**src/rtl/exc_pkg.sv**
```systemverilog
package exc_pkg;
  typedef enum logic [1:0] {
    EV_NONE = 2'd0,
    EV_GEXC = 2'd1,
    EV_NMI  = 2'd2,
    EV_IRQ  = 2'd3
  } ev_kind_t;
endpackage

```
**src/rtl/exc_arbiter.sv**
```systemverilog
module exc_arbiter
  import exc_pkg::*;
(
  input  logic       clk,
  input  logic       rst_n,
  input  logic       gexc_req,
  input  logic       gexc_ubrk,
  input  logic       irq_req,
  input  logic       nmi_req,
  input  logic       nmi_hold_en,
  input  logic       sleep_st,
  input  logic       bl,
  output logic       acc_gexc,
  output logic       acc_nmi,
  output logic       acc_irq,
  output logic       mreset,
  output logic [1:0] kind,
  output logic       irq_pend_q,
  output logic       nmi_pend_q
);
  logic nmi_gate, irq_gate;

  assign nmi_gate = !bl || !nmi_hold_en || sleep_st;
  assign irq_gate = !bl || sleep_st;

  assign mreset   = gexc_req && bl && !gexc_ubrk;
  assign acc_gexc = gexc_req && !mreset;
  assign acc_nmi  = !gexc_req && nmi_req && nmi_gate;
  assign acc_irq  = !gexc_req && !acc_nmi && irq_req && irq_gate;

  always_comb begin
    if (acc_gexc)     kind = EV_GEXC;
    else if (acc_nmi) kind = EV_NMI;
    else if (acc_irq) kind = EV_IRQ;
    else              kind = EV_NONE;
  end

  always_ff @(posedge clk or negedge rst_n) begin
    if (!rst_n) begin
      irq_pend_q <= 1'b0;
      nmi_pend_q <= 1'b0;
    end else begin
      irq_pend_q <= irq_req && !acc_irq;
      nmi_pend_q <= nmi_req && !acc_nmi;
    end
  end

  // single event per cycle
  a_r9_one_event: assert property (@(posedge clk) disable iff (!rst_n)
    $onehot0({mreset, acc_gexc, acc_nmi, acc_irq}));

  // held NMI is never taken
  a_r3_nmi_held: assert property (@(posedge clk) disable iff (!rst_n)
    (nmi_req && bl && nmi_hold_en && !sleep_st) |-> !acc_nmi);
endmodule

```
**src/rtl/exc_spc_sel.sv**
```systemverilog
module exc_spc_sel #(
  parameter int AW = 32
) (
  input  logic          reexec_gexc,
  input  logic          in_dbranch,
  input  logic [AW-1:0] cur_pc,
  input  logic [AW-1:0] next_pc,
  input  logic [AW-1:0] br_target,
  output logic [AW-1:0] spc_new
);
  function automatic logic [AW-1:0] pick_return(
    input logic          reexec,
    input logic          dbr,
    input logic [AW-1:0] cur,
    input logic [AW-1:0] nxt,
    input logic [AW-1:0] tgt
  );
    if (reexec) return cur;   // rerun faulting or delay-slot instruction
    if (dbr)    return tgt;   // resume at branch destination
    return nxt;
  endfunction

  assign spc_new = pick_return(reexec_gexc, in_dbranch, cur_pc, next_pc, br_target);
endmodule

```
**src/rtl/exc_state.sv**
```systemverilog
module exc_state #(
  parameter int             AW     = 32,
  parameter int             SRW    = 32,
  parameter int             BL_BIT = 28,
  parameter logic [SRW-1:0] SR_RST = 32'h7000_00F0
) (
  input  logic           clk,
  input  logic           rst_n,
  input  logic           take,
  input  logic           mreset,
  input  logic           rte_do,
  input  logic           sr_wr_en,
  input  logic [SRW-1:0] sr_wr_data,
  input  logic [AW-1:0]  spc_new,
  output logic [SRW-1:0] sr_q,
  output logic [AW-1:0]  spc_q,
  output logic [SRW-1:0] ssr_q
);
  localparam logic [SRW-1:0] BL_MASK = {{(SRW-1){1'b0}}, 1'b1} << BL_BIT;

  always_ff @(posedge clk or negedge rst_n) begin
    if (!rst_n) begin
      sr_q  <= SR_RST;
      spc_q <= '0;
      ssr_q <= '0;
    end else if (mreset) begin
      sr_q <= SR_RST;
    end else if (take) begin
      ssr_q <= sr_q;
      spc_q <= spc_new;
      sr_q  <= sr_q | BL_MASK;
    end else if (rte_do) begin
      sr_q <= ssr_q;
    end else if (sr_wr_en) begin
      sr_q <= sr_wr_data;
    end
  end

  // entry saves status and blocks further events
  a_r8_entry_save: assert property (@(posedge clk) disable iff (!rst_n)
    take |=> (sr_q[BL_BIT] && ssr_q == $past(sr_q)));

  // return restores status
  a_r10_rte_restore: assert property (@(posedge clk) disable iff (!rst_n)
    (rte_do && !take && !mreset) |=> sr_q == $past(ssr_q));
endmodule

```
**src/rtl/exc_ctrl.sv**
```systemverilog
module exc_ctrl
  import exc_pkg::*;
#(
  parameter int             AW           = 32,
  parameter int             SRW          = 32,
  parameter int             BL_BIT       = 28,
  parameter logic [SRW-1:0] SR_RST       = 32'h7000_00F0,
  parameter logic [AW-1:0]  RESET_VEC    = 32'hA000_0000,
  parameter logic [31:0]    CAUSE_MRESET = 32'h0000_0020
) (
  input  logic           clk,
  input  logic           rst_n,
  input  logic           gexc_req,
  input  logic           gexc_reexec,
  input  logic           gexc_ubrk,
  input  logic           irq_req,
  input  logic           nmi_req,
  input  logic           nmi_hold_en,
  input  logic           sleep_st,
  input  logic [AW-1:0]  cur_pc,
  input  logic [AW-1:0]  next_pc,
  input  logic [AW-1:0]  br_target,
  input  logic           in_dslot,
  input  logic           in_dbranch,
  input  logic [AW-1:0]  vector_pc,
  input  logic           rte_req,
  input  logic           sr_wr_en,
  input  logic [SRW-1:0] sr_wr_data,
  output logic           redirect_valid,
  output logic [AW-1:0]  redirect_pc,
  output logic           mreset_req,
  output logic [31:0]    mreset_cause,
  output logic           pr_wr_inhibit,
  output logic [1:0]     evt_kind,
  output logic           irq_pend,
  output logic           nmi_pend,
  output logic [SRW-1:0] sr_out,
  output logic [AW-1:0]  spc_out,
  output logic [SRW-1:0] ssr_out
);
  logic          acc_gexc, acc_nmi, acc_irq, mreset;
  logic          take, rte_do, bl;
  logic [AW-1:0] spc_new;
  logic [SRW-1:0] sr_q, ssr_q;
  logic [AW-1:0]  spc_q;

  assign bl     = sr_q[BL_BIT];
  assign take   = acc_gexc || acc_nmi || acc_irq;
  assign rte_do = rte_req && !take && !mreset;

  exc_arbiter u_arb (
    .clk        (clk),
    .rst_n      (rst_n),
    .gexc_req   (gexc_req),
    .gexc_ubrk  (gexc_ubrk),
    .irq_req    (irq_req),
    .nmi_req    (nmi_req),
    .nmi_hold_en(nmi_hold_en),
    .sleep_st   (sleep_st),
    .bl         (bl),
    .acc_gexc   (acc_gexc),
    .acc_nmi    (acc_nmi),
    .acc_irq    (acc_irq),
    .mreset     (mreset),
    .kind       (evt_kind),
    .irq_pend_q (irq_pend),
    .nmi_pend_q (nmi_pend)
  );

  exc_spc_sel #(.AW(AW)) u_spc (
    .reexec_gexc(acc_gexc && gexc_reexec),
    .in_dbranch (in_dbranch),
    .cur_pc     (cur_pc),
    .next_pc    (next_pc),
    .br_target  (br_target),
    .spc_new    (spc_new)
  );

  exc_state #(.AW(AW), .SRW(SRW), .BL_BIT(BL_BIT), .SR_RST(SR_RST)) u_state (
    .clk       (clk),
    .rst_n     (rst_n),
    .take      (take),
    .mreset    (mreset),
    .rte_do    (rte_do),
    .sr_wr_en  (sr_wr_en),
    .sr_wr_data(sr_wr_data),
    .spc_new   (spc_new),
    .sr_q      (sr_q),
    .spc_q     (spc_q),
    .ssr_q     (ssr_q)
  );

  always_comb begin
    if (mreset)    redirect_pc = RESET_VEC;
    else if (take) redirect_pc = vector_pc;
    else           redirect_pc = spc_q;
  end

  assign redirect_valid = mreset || take || rte_do;
  assign mreset_req     = mreset;
  assign mreset_cause   = mreset ? CAUSE_MRESET : 32'h0;
  assign pr_wr_inhibit  = gexc_req && gexc_reexec && in_dslot;
  assign sr_out         = sr_q;
  assign spc_out        = spc_q;
  assign ssr_out        = ssr_q;

  // blocked general exception always resets
  a_r1_blocked_gexc: assert property (@(posedge clk) disable iff (!rst_n)
    (gexc_req && sr_out[BL_BIT] && !gexc_ubrk) |-> (mreset_req && redirect_pc == RESET_VEC));

  // blocked interrupt is not taken outside sleep
  a_r2_irq_blocked: assert property (@(posedge clk) disable iff (!rst_n)
    (irq_req && sr_out[BL_BIT] && !sleep_st && !nmi_req && !gexc_req) |-> evt_kind == EV_NONE);

  // re-execution exception captures current PC
  a_r5_reexec_spc: assert property (@(posedge clk) disable iff (!rst_n)
    (evt_kind == EV_GEXC && gexc_reexec) |=> spc_out == $past(cur_pc));
endmodule

```
**config.mk**
```make
export PLATFORM = sky130hd
export DESIGN_NAME = exc_ctrl
export DESIGN_NICKNAME = d
export VERILOG_FILES = /design/src/rtl/exc_pkg.sv /design/src/rtl/exc_arbiter.sv /design/src/rtl/exc_spc_sel.sv /design/src/rtl/exc_state.sv /design/src/rtl/exc_ctrl.sv
export SDC_FILE = /design/constraint.sdc
export NUM_CORES = 1
export LEC_CHECK = 0
export BUFFER_PORTS_ARGS = -buffer_cell sky130_fd_sc_hd__buf_2
export CAP_MARGIN = 5
export CORE_MARGIN = 1.5
export CORE_UTILIZATION = 35
export DETAILED_ROUTE_END_ITERATION = 8
export PLACE_DENSITY = 0.71
export SETUP_SLACK_MARGIN = 0.15
export SYNTH_ARGS = -nofsm -noshare
export SYNTH_HDL_FRONTEND = slang
export SYNTH_HIERARCHICAL = 1
export SYNTH_SLANG_ARGS = --single-unit
```
**constraint.sdc**
```tcl
create_clock -name clk -period 2.7 [get_ports clk]
set_clock_uncertainty 0.1 [all_clocks]
set_input_delay 0.54 -clock clk [delete_from_list [all_inputs] [get_ports clk]]
set_output_delay 0.54 -clock clk [all_outputs]
set_load 0.02 [all_outputs]
```
==> impl_metrics.py <==
metrics = {
    "run_status": {
        "status": "complete, but fails checks",
        "violations": "setup timing",
    },
    "cells_and_area": {
        "diodes": 0,
        "final_cell_mix": "273 x buf_2, 91 x dfrtp_1, 65 x buf_4",
        "areaGrowthSynthToFinish_pct": 58.98,
        "fin_nets": 1110,
        "drive_above_1_share_pct": 57.75,
        "fillers": 1430,
        "fin_area_um2": 9858,
        "final_common_cell": "buf_2",
    },
    "synth": {
        "synth_edf_count": 0,
        "yosysTopAreaCellShare_pct": 36.72,
        "yosysUniqueCellTypes": 40,
        "synth_top_area_cell": "dfrtp_1",
        "netlist_instances": 572,
        "syn-cell-area_um2": 6201,
        "avgSynthCellArea_um2": 10.84,
        "synth.yosys.seq_area_share_pct": 39.69,
        "netlist_top_cells_area": "dfrtp_1 37%, mux2_1 11%, mux2i_1 9.7%",
        "synth-seq-cells": 98,
        "ys.warnings.count": 6,
        "async_flop_share_pct": 100.0,
        "ys.flop_type": "dfrtp_1",
    },
    "routing": {
        "via_per_inst": 5.032,
        "wl_met1_um": 8683,
        "wire_per_inst_um": 18.75,
        "wl_met2_um": 11430,
        "first_pass_iters": 4,
        "via_count": 5872,
        "ant_nets": 0,
        "wl_met3_um": 1224,
        "drt_iter0_drc": 191,
        "highest_layer": "met4",
        "drc": 0,
        "routed_wl_um": 21880,
    },
    "worst_setup_path": {
        "crit_chain": "nor2b_4, a21oi_2, and2_4, clkbuf_16, or4b_4, a21oi_4, buf_6",
        "required_ns": 2.06,
        "worstSetupEndpointType": "output pin",
        "cp-start-kind": "flop",
        "slowest_delay_ns": 0.53,
        "slowest_stage": "dfstp_2",
        "crit_path_max_fanout": 17,
        "crit_buf_inv": 2,
        "cp_top_family": "simple AND/OR/NAND/NOR gates",
        "cp.arrival_ns": 2.36,
        "reg2reg_depth": 14,
        "worst-setup-path-type": "reg -> out",
        "path_depth": 7,
    },
    "clocking": {
        "postCtsHoldBufs": 0,
        "clk_transition_reported_paths_ns": 0.07,
        "htree_levels": 3,
        "cts-buffers-inserted": 9,
        "clock_latency_ns": 0.35,
        "cts_tree": "yes",
        "ctsRootBufferMaster": "clkbuf_16",
        "cts.path.max_buffers": 2,
        "cts_sinks": 98,
    },
    "die": {
        "ios": 340,
        "dieArea_um2": 18520,
        "die_w_um": 136.1,
        "die_h_um": 136.1,
        "num_rows": 48,
        "core-area_um2": 17300,
        "initial_core_util_pct": 35.85,
    },
    "timing": {
        "max_freq_mhz": 333.0,
        "fin_crit_sh_pct": 111.2,
        "whs_ns": 0.05392,
        "fin_ws_ns": -0.3032,
        "period_minus_slack_ns": 3.003,
        "setup_tns_ns": -9.074,
        "hold_viol_final": 0,
        "maxSlewViolCount": 0,
        "rsz0062_at_grt": "true",
        "setup_viol": 40,
    },
    "power_and_ir_drop": {
        "total_power_uw": 6418,
        "p_leak_uw": 0.004854,
        "ir_drop_v": 0.0003708,
        "cellPowerDensity_nw_per_um2": 651.0,
    },
    "global_routing": {
        "gr-total-overflow": 0,
        "antenna_found_initial": 0,
        "grt_pass1_vias": 5659,
        "grt_max_degree": 45,
        "grt_usage_pct": 21.73,
        "grt_pass1_wl_um": 30810,
    },
    "run": {
        "max_cap_viol_count": 0,
    },
    "place": {
        "place_area_um2": 8620,
        "dp_hpwl_um": 15190,
        "portBuffers": 308,
        "routabilityCongestion": 0.8163,
    },
    "min_path": {
        "hold_class": "in -> async",
    },
}
==> synth_stat cells (all sizes together) (11+ instances only) <==
library cell	instances
clkbuf	11
a21oi	37
nor2	13
nand2	32
a21o	26
o31ai	30
buf	78
or4b	30
mux2	65
nor4	25
o21ai	32
dfrtp	91
mux2i	60
==> power breakdown <==
part           switching [uW]  internal (uW)  leakage (uW)
Sequential                303           1850       0.00120
Combinational            1620           1420       0.00352
Clock                     571            652      0.000133
==> registers in the layout, indices dropped and copies added (netlist names) <==
signal / cells
u_state/spc_q: 32
u_arb/irq_pend_q: 1
u_arb/nmi_pend_q: 1
u_state/sr_q: 32
u_state/ssr_q: 32
==> timing repair <==
action,4_1_cts,5_1_grt
gates resized for setup,94,32
setup endpoints to repair,123,119
setup buffers,21,4
gates cloned,4,6
pin swaps,22,30
==> worst paths after layout <==
| check | startpoint | end | slack [ns] |
|---|---|---|---|
| max | u_state/sr_q[28] | redirect_pc[8] | -0.30 |
| min | rst_n | u_state/ssr_q[31] | 0.05 |
| max reg2reg | u_state/sr_q[28] | u_state/sr_q[11] | -0.05 |
| min reg2reg | u_state/spc_q[21] | u_state/spc_q[21] | 0.40 |
| max in group asynchronous | rst_n | u_state/spc_q[20] | 1.76 |
| min in group clk | nmi_req | u_arb/nmi_pend_q | 0.38 |
==> routing by layer <==
metal  global-route usage, %  vias to the layer above
met5                       0                        -
met4                   8.333                        0
met3                   4.027                       36
met2                   39.67                      216
met1                   25.01                     2853
li1                        -                     2767
==> per-stage QoR <==
stage	setup slack, ns	utilization (%)	instances
after floorplan	0.1170	-	602
after global placement	-0.1204	49.83	1116
after detailed placement	-0.1513	49.83	1116
after CTS	-0.3378	55.02	1157
after global routing	-0.3581	57.00	1167
final	-0.3032	57.00	1167
==> cells by family after synthesis <==
logic type	Yosys count	synth area share, %
AO/OA/AOI/OAI	135	13.82
multiplexers	125	21.49
AND/OR/NAND/NOR	121	14.31
flip-flops	98	39.69
buffers and inverters	92	10.63
other	1	0.06047
==> layout make-up <==
type	instances	area [um^2]	area share (%)
Clock buffer	12	246.5	2.500
Clock inverter	4	26.28	0.2665
Inverter	3	13.76	0.1396
Multi-Input combinational cell	412	3784	38.38
Sequential cell	98	2461	24.97
Tap cell	225	281.5	2.856
Timing Repair Buffer	413	3045	30.89
==> worst reg2reg max path, stage by stage (launching register included) <==
cell and delay (ns):
dfstp_2 0.53, nor2b_4 0.18, a21oi_2 0.08, and2_4 0.23, nor3_2 0.13, buf_4 0.16, inv_4 0.05, nor3b_4 0.20
buf_4 0.14, buf_6 0.09, nor2_4 0.04, o21ba_4 0.26, buf_12 0.14, buf_16 0.13, a21o_1 0.17
No activity file was read; power rests on OpenSTA's default activity.
